[config.mk]
export PLATFORM = sky130hd
export DESIGN_NAME = spi_read_engine
export DESIGN_NICKNAME = d
export VERILOG_FILES = /design/src/rtl/spi_rd_pkg.sv /design/src/rtl/sre_sync_edge.sv /design/src/rtl/sre_addr_ctr.sv /design/src/rtl/sre_tx_shift.sv /design/src/rtl/spi_read_engine.sv
export SDC_FILE = /design/constraint.sdc
export NUM_CORES = 1
export LEC_CHECK = 0
export BUFFER_PORTS_ARGS = -buffer_cell sky130_fd_sc_hd__buf_2
export CAP_MARGIN = 25
export CORE_ASPECT_RATIO = 1.5
export CORE_MARGIN = 2
export CORE_UTILIZATION = 32
export DETAILED_ROUTE_END_ITERATION = 8
export PLACE_DENSITY = 0.54
export SETUP_SLACK_MARGIN = 0.4
export SYNTH_ARGS = -nofsm -noshare
export SYNTH_HDL_FRONTEND = slang
export SYNTH_SLANG_ARGS = --single-unit
[constraint.sdc]
create_clock -name clk -period 3.03 [get_ports clk]
set_input_delay 0.606 -clock clk [delete_from_list [all_inputs] [get_ports clk]]
set_output_delay 0.606 -clock clk [all_outputs]
set_load 0.01 [all_outputs]
[src/rtl/spi_rd_pkg.sv]
package spi_rd_pkg;

    typedef enum logic [2:0] {
        ST_IDLE,
        ST_OPCODE,
        ST_ADDR,
        ST_DUMMY,
        ST_FETCH,
        ST_LOAD,
        ST_STREAM,
        ST_REJECT
    } rd_state_e;

    localparam logic [7:0] OPC_READ      = 8'h03;
    localparam logic [7:0] OPC_FAST_READ = 8'h0B;

    localparam int OPC_BITS   = 8;
    localparam int ADDR_BITS  = 24;
    localparam int DUMMY_BITS = 8;
    localparam int BYTE_BITS  = 8;

endpackage

[src/rtl/sre_sync_edge.sv]
module sre_sync_edge #(
    parameter int STAGES = 2
) (
    input  logic clk,
    input  logic rst_n,
    input  logic cs_n_i,
    input  logic sck_i,
    input  logic si_i,
    output logic cs_n_s,
    output logic si_s,
    output logic sck_rise,
    output logic sck_fall
);
    localparam int NSIG = 3;
    localparam logic [NSIG-1:0] RST_VAL = 3'b001;

    logic [STAGES-1:0][NSIG-1:0] stage_q;
    logic                        sck_prev_q;
    logic [NSIG-1:0]             synced;

    always_ff @(posedge clk or negedge rst_n) begin
        if (!rst_n) begin
            stage_q    <= {STAGES{RST_VAL}};
            sck_prev_q <= 1'b0;
        end else begin
            stage_q    <= {stage_q[STAGES-2:0], {si_i, sck_i, cs_n_i}};
            sck_prev_q <= synced[1];
        end
    end

    assign synced   = stage_q[STAGES-1];
    assign cs_n_s   = synced[0];
    assign si_s     = synced[2];
    assign sck_rise = synced[1] & ~sck_prev_q;
    assign sck_fall = ~synced[1] & sck_prev_q;

    assert_edge_excl_R4: assert property (@(posedge clk) disable iff (!rst_n)
        !(sck_rise && sck_fall));

endmodule

[src/rtl/sre_addr_ctr.sv]
module sre_addr_ctr #(
    parameter int DEPTH = 1024,
    parameter int AW    = $clog2(DEPTH)
) (
    input  logic          clk,
    input  logic          rst_n,
    input  logic          load,
    input  logic [23:0]   load_addr,
    input  logic          inc,
    output logic [AW-1:0] addr
);
    localparam logic [AW-1:0] TOP = AW'(DEPTH - 1);

    logic [AW-1:0] addr_q;
    logic [AW-1:0] start_addr;

    generate
        if (DEPTH == (1 << AW)) begin : g_pow2
            assign start_addr = load_addr[AW-1:0];
        end else begin : g_clamp
            assign start_addr = (load_addr[AW-1:0] > TOP) ? '0 : load_addr[AW-1:0];
        end
    endgenerate

    always_ff @(posedge clk or negedge rst_n) begin
        if (!rst_n) begin
            addr_q <= '0;
        end else if (load) begin
            addr_q <= start_addr;
        end else if (inc) begin
            addr_q <= (addr_q == TOP) ? '0 : addr_q + AW'(1);
        end
    end

    assign addr = addr_q;

    assert_wrap_top_R6: assert property (@(posedge clk) disable iff (!rst_n)
        (inc && !load && addr_q == TOP) |=> (addr_q == '0));

    assert_step_up_R5: assert property (@(posedge clk) disable iff (!rst_n)
        (inc && !load && addr_q != TOP) |=> (addr_q == $past(addr_q) + AW'(1)));

    assert_in_range_R7: assert property (@(posedge clk) disable iff (!rst_n)
        addr_q <= TOP);

endmodule

[src/rtl/sre_tx_shift.sv]
module sre_tx_shift (
    input  logic       clk,
    input  logic       rst_n,
    input  logic       clear,
    input  logic       load,
    input  logic [7:0] load_byte,
    input  logic       shift,
    output logic       so_d,
    output logic       so_oe,
    output logic       byte_done
);
    logic [7:0] shreg_q;
    logic [3:0] cnt_q;
    logic       so_q;
    logic       oe_q;

    always_ff @(posedge clk or negedge rst_n) begin
        if (!rst_n) begin
            shreg_q <= '0;
            cnt_q   <= '0;
            so_q    <= 1'b0;
            oe_q    <= 1'b0;
        end else if (clear) begin
            cnt_q   <= '0;
            oe_q    <= 1'b0;
            so_q    <= 1'b0;
        end else if (load) begin
            shreg_q <= load_byte;
            cnt_q   <= '0;
        end else if (shift) begin
            so_q    <= shreg_q[7];
            shreg_q <= {shreg_q[6:0], 1'b0};
            cnt_q   <= cnt_q + 4'd1;
            oe_q    <= 1'b1;
        end
    end

    assign so_d      = so_q;
    assign so_oe     = oe_q;
    assign byte_done = (cnt_q == 4'd8);

    assert_cnt_bound_R4: assert property (@(posedge clk) disable iff (!rst_n)
        cnt_q <= 4'd8);

    assert_clear_off_R11: assert property (@(posedge clk) disable iff (!rst_n)
        clear |=> !so_oe);

endmodule

[src/rtl/spi_read_engine.sv]
module spi_read_engine #(
    parameter int  MEM_DEPTH   = 1024,
    parameter int  SYNC_STAGES = 2,
    localparam int AW          = $clog2(MEM_DEPTH)
) (
    input  logic          clk,
    input  logic          rst_n,
    input  logic          cs_n,
    input  logic          sck,
    input  logic          si,
    input  logic          busy,
    output logic          so_d,
    output logic          so_oe,
    output logic          mem_rd_en,
    output logic [AW-1:0] mem_addr,
    input  logic [7:0]    mem_rdata
);
    import spi_rd_pkg::*;

    localparam int CW = $clog2(ADDR_BITS);

    rd_state_e         state_q, state_d;
    logic [CW-1:0]     bit_cnt_q;
    logic [22:0]       sh_in_q;
    logic              fast_q;

    logic              cs_s, si_s, rise, fall;
    logic              byte_done;
    logic              addr_load, addr_inc;
    logic              tx_load, tx_shift;
    logic [7:0]        opcode_w;
    logic [23:0]       addr_w;
    logic              opc_last, addr_last, dummy_last;
    logic              opc_ok;

    sre_sync_edge #(.STAGES(SYNC_STAGES)) u_sync (
        .clk      (clk),
        .rst_n    (rst_n),
        .cs_n_i   (cs_n),
        .sck_i    (sck),
        .si_i     (si),
        .cs_n_s   (cs_s),
        .si_s     (si_s),
        .sck_rise (rise),
        .sck_fall (fall)
    );

    sre_addr_ctr #(.DEPTH(MEM_DEPTH), .AW(AW)) u_addr (
        .clk       (clk),
        .rst_n     (rst_n),
        .load      (addr_load),
        .load_addr (addr_w),
        .inc       (addr_inc),
        .addr      (mem_addr)
    );

    sre_tx_shift u_tx (
        .clk       (clk),
        .rst_n     (rst_n),
        .clear     (cs_s),
        .load      (tx_load),
        .load_byte (mem_rdata),
        .shift     (tx_shift),
        .so_d      (so_d),
        .so_oe     (so_oe),
        .byte_done (byte_done)
    );

    assign opcode_w   = {sh_in_q[6:0], si_s};
    assign addr_w     = {sh_in_q, si_s};
    assign opc_last   = rise && (bit_cnt_q == CW'(OPC_BITS - 1));
    assign addr_last  = rise && (bit_cnt_q == CW'(ADDR_BITS - 1));
    assign dummy_last = rise && (bit_cnt_q == CW'(DUMMY_BITS - 1));
    assign opc_ok     = ((opcode_w == OPC_READ) || (opcode_w == OPC_FAST_READ)) && !busy;

    // State register and bit-level datapath
    always_ff @(posedge clk or negedge rst_n) begin
        if (!rst_n) begin
            state_q   <= ST_IDLE;
            bit_cnt_q <= '0;
            sh_in_q   <= '0;
            fast_q    <= 1'b0;
        end else begin
            state_q <= state_d;
            if (state_d != state_q) begin
                bit_cnt_q <= '0;
            end else if (rise) begin
                bit_cnt_q <= bit_cnt_q + CW'(1);
            end
            if (rise) begin
                sh_in_q <= {sh_in_q[21:0], si_s};
            end
            if (state_q == ST_OPCODE && opc_last) begin
                fast_q <= (opcode_w == OPC_FAST_READ);
            end
        end
    end

    // Next-state logic
    always_comb begin
        state_d = state_q;
        if (cs_s) begin
            state_d = ST_IDLE;
        end else begin
            unique case (state_q)
                ST_IDLE:   state_d = ST_OPCODE;
                ST_OPCODE: if (opc_last) state_d = opc_ok ? ST_ADDR : ST_REJECT;
                ST_ADDR:   if (addr_last) state_d = fast_q ? ST_DUMMY : ST_FETCH;
                ST_DUMMY:  if (dummy_last) state_d = ST_FETCH;
                ST_FETCH:  state_d = ST_LOAD;
                ST_LOAD:   state_d = ST_STREAM;
                ST_STREAM: if (byte_done) state_d = ST_FETCH;
                ST_REJECT: state_d = ST_REJECT;
                default:   state_d = ST_IDLE;
            endcase
        end
    end

    // Output decode
    always_comb begin
        mem_rd_en = 1'b0;
        addr_load = 1'b0;
        addr_inc  = 1'b0;
        tx_load   = 1'b0;
        tx_shift  = 1'b0;
        if (!cs_s) begin
            unique case (state_q)
                ST_ADDR:   addr_load = addr_last;
                ST_FETCH:  mem_rd_en = 1'b1;
                ST_LOAD:   tx_load   = 1'b1;
                ST_STREAM: begin
                    tx_shift = fall && !byte_done;
                    addr_inc = byte_done;
                end
                default: ;
            endcase
        end
    end

    assert_hdr_hiz_R8: assert property (@(posedge clk) disable iff (!rst_n)
        (state_q == ST_OPCODE || state_q == ST_ADDR || state_q == ST_DUMMY) |-> !so_oe);

    assert_reject_quiet_R9: assert property (@(posedge clk) disable iff (!rst_n)
        (state_q == ST_REJECT) |-> (!mem_rd_en && !so_oe));

    assert_cs_end_R11: assert property (@(posedge clk) disable iff (!rst_n)
        cs_s |=> (state_q == ST_IDLE && !so_oe));

    assert_single_fetch_R12: assert property (@(posedge clk) disable iff (!rst_n)
        mem_rd_en |=> !mem_rd_en);

    assert_busy_refuse_R10: assert property (@(posedge clk) disable iff (!rst_n)
        (state_q == ST_OPCODE && opc_last && busy && !cs_s) |=> (state_q == ST_REJECT));

endmodule

==> results of run 1 <==
## power by group
part / switching [mW] / internal, mW
clock: 0.251 / 0.308
combinational: 0.0477 / 0.0630
sequential: 0.0615 / 0.714
total: 0.360 / 1.08
## through the flow
step / setup WS (ns) / power [mW] / hold slack (ns)
floorplan: 0.984 / 0.843 / 0.310
global placement: 0.682 / 0.897 / 0.335
detailed placement: 0.592 / 0.903 / 0.338
CTS: 0.583 / 1.47 / 0.226
global route: 0.385 / 1.52 / 0.229
finish: 0.594 / 1.44 / 0.211
## cell usage after synthesis (all sizes together) (5+ instances only)
library cell	count
dfrtp	47
nand2	25
nor2	17
o21ai	17
mux2	11
nor4	10
a21oi	9
nand3	9
inv	8
buf	7
nor3	7
mux2i	6
xor2	6
clkbuf	5
## state kept, by name, indices dropped and copies added (netlist names), 3 cells and up
| signal | cells |
|---|---|
| u_tx.shreg_q | 8 |
| u_addr.addr | 10 |
| u_sync.stage_q | 3 |
| u_tx.cnt_q | 4 |
| sh_in_q | 9 |
| bit_cnt_q | 5 |
| u_sync.synced | 3 |
| state_q | 3 |
## cells by family (layout without fill, tap and decap cells)
kind of cell	count (synthesis)	after routing	synth area share
AO/OA/AOI/OAI	47	47	0.124
XOR/XNOR	9	9	0.0313
adder cells (fa/ha/maj)	4	4	0.0199
buffers and inverters	20	46	0.0372
flip-flops	49	49	0.487
multiplexers	17	17	0.0730
AND/OR/NAND/NOR	96	96	0.228
## area by class of cell
class | count | area, um2 | share of cell area
clock buffer | 5 | 125 | 0.0431
sequential | 49 | 1230 | 0.423
inverter | 8 | 30.0 | 0.0103
timing repair buffer | 30 | 160 | 0.0552
tap | 102 | 128 | 0.0440
multi-input combinational | 173 | 1210 | 0.417
clock inverter | 3 | 21.3 | 0.00733
## critical path: cells and delay by family (launching register included)
family	cells	cell delay, ns
AND/OR/NAND/NOR	2	1.32
multiplexers	1	0.40
flip-flops	1	0.39
adder cells (fa/ha/maj)	1	0.21
## metal layers
layer | vias to the layer above | routed length, um | global-route usage
met5 | - | 0 | 0
met4 | 0 | 106 | 0.0558
met3 | 11 | 194 | 0.0295
met2 | 45 | 2860 | 0.241
met1 | 963 | 2330 | 0.162
li1 | 941 | - | -
## how the worst min path moves through the flow
stage	from	endpoint	cells after the start
after floorplan	rst_n	bit_cnt_q[0]	0
after global placement	u_sync.stage_q[2]	u_sync.synced[2]	0
after detailed placement	u_sync.stage_q[1]	u_sync.synced[1]	0
after CTS	rst_n	u_addr.addr[6]	1
after global routing	rst_n	u_addr.addr[6]	1
final	rst_n	u_addr.addr[6]	1
==> flow_metrics.tcl, run 1 <==
set metrics [dict create \
    status "complete, no violations" \
    n_antenna_cell 0 \
    synthesis.nets 260 \
    path_class "register to register" \
    drv_slew 0 \
    gp_congestion 0.887 \
    drtAntennaViolNets 0 \
    synth.top_cell.area_share 0.467 \
    worstSetupStartpoint "bit_cnt_q[0]" \
    synthTopCellsByArea "dfrtp_1 (47%), mux2_2 (4.9%), nand2_1 (3.7%)" \
    rr_worst_depth 4 \
    maxCapViolCount 0 \
    cts_tree "built" \
    yosysWarningCount 0 \
    worst_slew_pin_slew_ns 0.711 \
    min_period_over_period 0.804 \
    remaining_drc_errors 0 \
    post-route-min-period_ns 2.44 \
    clkLatencyLatePin_ns 0.29 \
    critPathSlowestCell "nor4_4" \
    final.setup.tns_ns 0 \
    critPathMaxStageDelay_ns 0.78 \
    post_cts_resized 0 \
    final_net_count 285 \
    drtIter0Drc 113 \
    grt_max_degree 19 \
    start_util 0.331 \
    crit_chain "ha_1, nand4b_1, nor4_4, mux2_2" \
    yosysTopAreaCell "dfrtp_1" \
    globalRouteOverflowTotal 0 \
    synth_cells 242 \
    skew_ns 0.00693 \
    synth-edff-count 0 \
    vias 1960 \
    antenna_found_initial 0 \
    wire_per_inst_um 14.8 \
    drt_first_pass_iters 4 \
    worstPathRequired_ns 3.21 \
    r2r_slack_ns 0.59 \
    worst_setup_path_start_kind "register" \
    htree_num_levels 2 \
    slew_headroom 0.521 \
    cts_root_buf "clkbuf_16" \
    cts_buffers 5 \
    hold_viol_final 0 \
    wirelength_mm 5.49 \
    postSynthAreaPerCell_um2 10.4 \
    final_cell_mix "dfrtp_1 (47), buf_2 (26), nand2_1 (25), nor2_1 (15), o21ai_0 (13)" \
    placeableCoreArea_mm2 0.00761 \
    hold_class "primary input to async pin" \
    die_x_um 76.5 \
    dieArea_mm2 0.00862 \
    drive_above_1_share 0.239 \
    synth_seq_cells 49 \
    fin_cells 370 \
    final_common_cell "dfrtp_1" \
    place_inst 362 \
    syn_to_final_growth_pct 15.1 \
    clk_pin_slew_ns 0.07 \
    synth_flop_cell "dfrtp_1" \
    worstSetupEndpoint "u_addr.addr[8]" \
    cts_sinks 49 \
    die_y_um 113 \
    critical_path.max_fanout 12 \
    design_area_mm2 0.00290 \
    track_usage 0.137 \
    grt_pass1_wl_mm 9.50 \
    fin_util 0.381 \
    rsz0062_at_grt "false" \
    post_cts_buffers 0 \
    fp-row-count 39 \
    synthArstFlopShare 1.00 \
    synth_cell_type_count 52 \
    port_buffers 26 \
    fmax_ghz 0.411 \
    place_area_mm2 0.00275 \
    peakVddDrop_v 0.000280 \
    cp.arrival_ns 2.61 \
    r2r-start "bit_cnt_q[0]" \
    p_leak_nw 1.23 \
    ioPinCount 27 \
    synth_area_mm2 0.00252 \
    grt_pass1_vias 1916 \
    fillers 798 \
    cts_buffer_depth 2 \
    worstReg2RegEnd "u_addr.addr[8]" \
    vias_per_cell 5.30 \
    end_kind "register" \
    yosysSeqAreaShare 0.487 \
    dpl.hpwl_mm 4.03 \
    setup_violations 0 \
    p_per_area_mw_per_mm2 498 \
    ctsHoldBuffers 0 \
]
(Power assumes the default switching activity.)
==> run 2: changes to the inputs <==
ABC_AREA = 1   (was not set)
clock period = 2.4 ns   (was 3.03 ns; I/O delays follow)
==> flow_metrics.tcl, run 2 <==
set metrics [dict create \
    status "complete, no violations" \
    synthTopCellsByArea "dfrtp_1 (47%), nand2_1 (11%), nor2_1 (6.8%)" \
    ioPinCount 27 \
    critical_path.max_fanout 5 \
    cts_root_buf "clkbuf_16" \
    worst_setup_path_start_kind "register" \
    synth_seq_cells 49 \
    die_x_um 76.1 \
    cts_sinks 49 \
    fmax_ghz 0.550 \
    synth-edff-count 0 \
    r2r_slack_ns 0.58 \
    peakVddDrop_v 0.000268 \
    final_common_cell "nand2_1" \
    min_period_over_period 0.757 \
    fin_util 0.390 \
    port_buffers 26 \
    fp-row-count 39 \
    dpl.hpwl_mm 3.93 \
    yosysSeqAreaShare 0.493 \
    synthArstFlopShare 1.00 \
    largest_register_ffs 10 \
    worst_slew_pin_slew_ns 0.574 \
    skew_ns 0.00713 \
    wirelength_mm 5.24 \
    p_leak_nw 1.50 \
    final_cell_mix "nand2_1 (72), dfrtp_1 (46), nor2_1 (44), inv_1 (41), nand3_1 (27)" \
    htree_num_levels 2 \
    synth_flop_cell "dfrtp_1" \
    fillers 811 \
    wire_per_inst_um 11.8 \
    yosysTopAreaCell "dfrtp_1" \
    p_per_area_mw_per_mm2 646 \
    drt_first_pass_iters 4 \
    grt_max_degree 28 \
    fin_cells 444 \
    synth_cell_type_count 31 \
    rr_worst_depth 10 \
    placeableCoreArea_mm2 0.00761 \
    final_net_count 359 \
    syn_to_final_growth_pct 19.2 \
    vias 2044 \
    remaining_drc_errors 0 \
    synth_area_mm2 0.00249 \
    post_cts_buffers 0 \
    grt_pass1_wl_mm 9.23 \
    drtIter0Drc 83 \
    path_class "register to register" \
    start_util 0.327 \
    dieArea_mm2 0.00853 \
    cts_buffer_depth 2 \
    ff_latch_area_mm2 0.00123 \
    cts_buffers 5 \
    hold_viol_final 0 \
    synthesis.nets 326 \
    synth_cells 308 \
    drive_above_1_share 0.178 \
    grt_pass1_vias 2080 \
    synth_common_cells "nand2_1 (73), dfrtp_1 (47), nor2_1 (45), inv_1 (41), nand3_1 (27)" \
    gp_congestion 0.828 \
    cp.arrival_ns 1.99 \
    ctsHoldBuffers 0 \
    synth.top_cell.area_share 0.472 \
    worstPathRequired_ns 2.57 \
    globalRouteOverflowTotal 0 \
    rsz0062_at_grt "true" \
    post-route-min-period_ns 1.82 \
    hold_class "primary input to async pin" \
    final.setup.tns_ns 0 \
    maxCapViolCount 0 \
    multi_input_area_mm2 0.00110 \
    setup_violations 0 \
    synth_most_common_cell "nand2_1" \
    n_antenna_cell 0 \
    die_y_um 112 \
    clk_pin_slew_ns 0.06 \
    drv_slew 0 \
    slew_headroom 0.618 \
    yosysWarningCount 0 \
    vias_per_cell 4.60 \
    postSynthAreaPerCell_um2 8.09 \
    track_usage 0.133 \
    end_kind "register" \
    clkLatencyLatePin_ns 0.29 \
    drtAntennaViolNets 0 \
    place_inst 436 \
    antenna_found_initial 0 \
    r2r-start "u_addr.addr[0]" \
    worstReg2RegEnd "u_addr.addr[0]" \
    cts_tree "built" \
    hold_slack_ns 0.182 \
]
==> run 2: changes by cell type after synthesis, moves of 7 or more <==
cell	change
nand2_1	+48
inv_1	+33
nor2_1	+30
nand3_1	+18
mux2_2	-11
nor4_1	-7
o21ai_0	+7
==> run 2: layer usage <==
metal	vias to the layer above	global-route usage	wire length [um]
li1	1043	-	-
met2	47	0.253	2800
met5	-	0	0
met4	0	0.0533	87
met1	946	0.146	2160
met3	8	0.0209	183
==> run 2: what timing repair did <==
item / CTS / global route
setup endpoints to repair: 0 / 13
endpoints found under the hold margin: 0 / 0
resized for setup: 0 / 5
==> run 2: worst max path at each step <==
stage / from / slack (ns) / endpoint / cells after the start
finish: u_addr.addr[0] / 0.58 / u_addr.addr[0] / 10
global route: u_addr.addr[0] / 0.39 / u_addr.addr[1] / 10
CTS: u_addr.addr[0] / 0.44 / u_addr.addr[0] / 10
detailed placement: u_addr.addr[0] / 0.46 / u_addr.addr[0] / 10
global placement: u_addr.addr[0] / 0.50 / u_addr.addr[0] / 10
floorplan: u_addr.addr[0] / 0.76 / u_addr.addr[0] / 10
==> run 2: through the flow <==
step	cell area [um2]	total power, mW	setup slack (ns)
final	2970	1.92	0.583
after global routing	2970	2.01	0.390
after CTS	2960	1.95	0.443
after detailed placement	2770	1.04	0.462
after global placement	2770	1.04	0.498
after floorplan	2490	0.982	0.759
==> run 2: power breakdown <==
part / internal (mW) / total, mW / switching (mW)
registers: 0.866 / 0.897 / 0.0316
logic: 0.0420 / 0.124 / 0.0820
clock network: 0.595 / 0.898 / 0.303
==> run 2: cell families (layout without fill, tap and decap cells) <==
family / count (synthesis) / in the layout / share of synthesized area
simple gates: 165 / 165 / 0.309
flops: 49 / 49 / 0.493
buf+inv: 46 / 80 / 0.0693
compound gates: 38 / 38 / 0.0869
xor+xnor: 5 / 5 / 0.0176
fa+ha+maj: 4 / 4 / 0.0201
mux: 1 / 1 / 0.00402
==> run 2: worst max-delay path, stage by stage (launching register included) <==
cell and delay [ns]:
dfrtp_1 0.40, ha_1 0.18, nand2_1 0.08, nor2_2 0.14, nand3_1 0.12, nor2_1 0.14, nand3_1 0.12, o21ai_2 0.20
nor2_1 0.14, nand2_1 0.09, o211ai_1 0.07
==> run 2: final cells by class <==
class / instances / share of cell area
sequential: 49 / 0.414
multi-input combinational: 213 / 0.372
inverter: 45 / 0.0568
timing repair buffer: 27 / 0.0505
tap: 102 / 0.0429
clock buffer: 5 / 0.0421
clock inverter: 3 / 0.0219
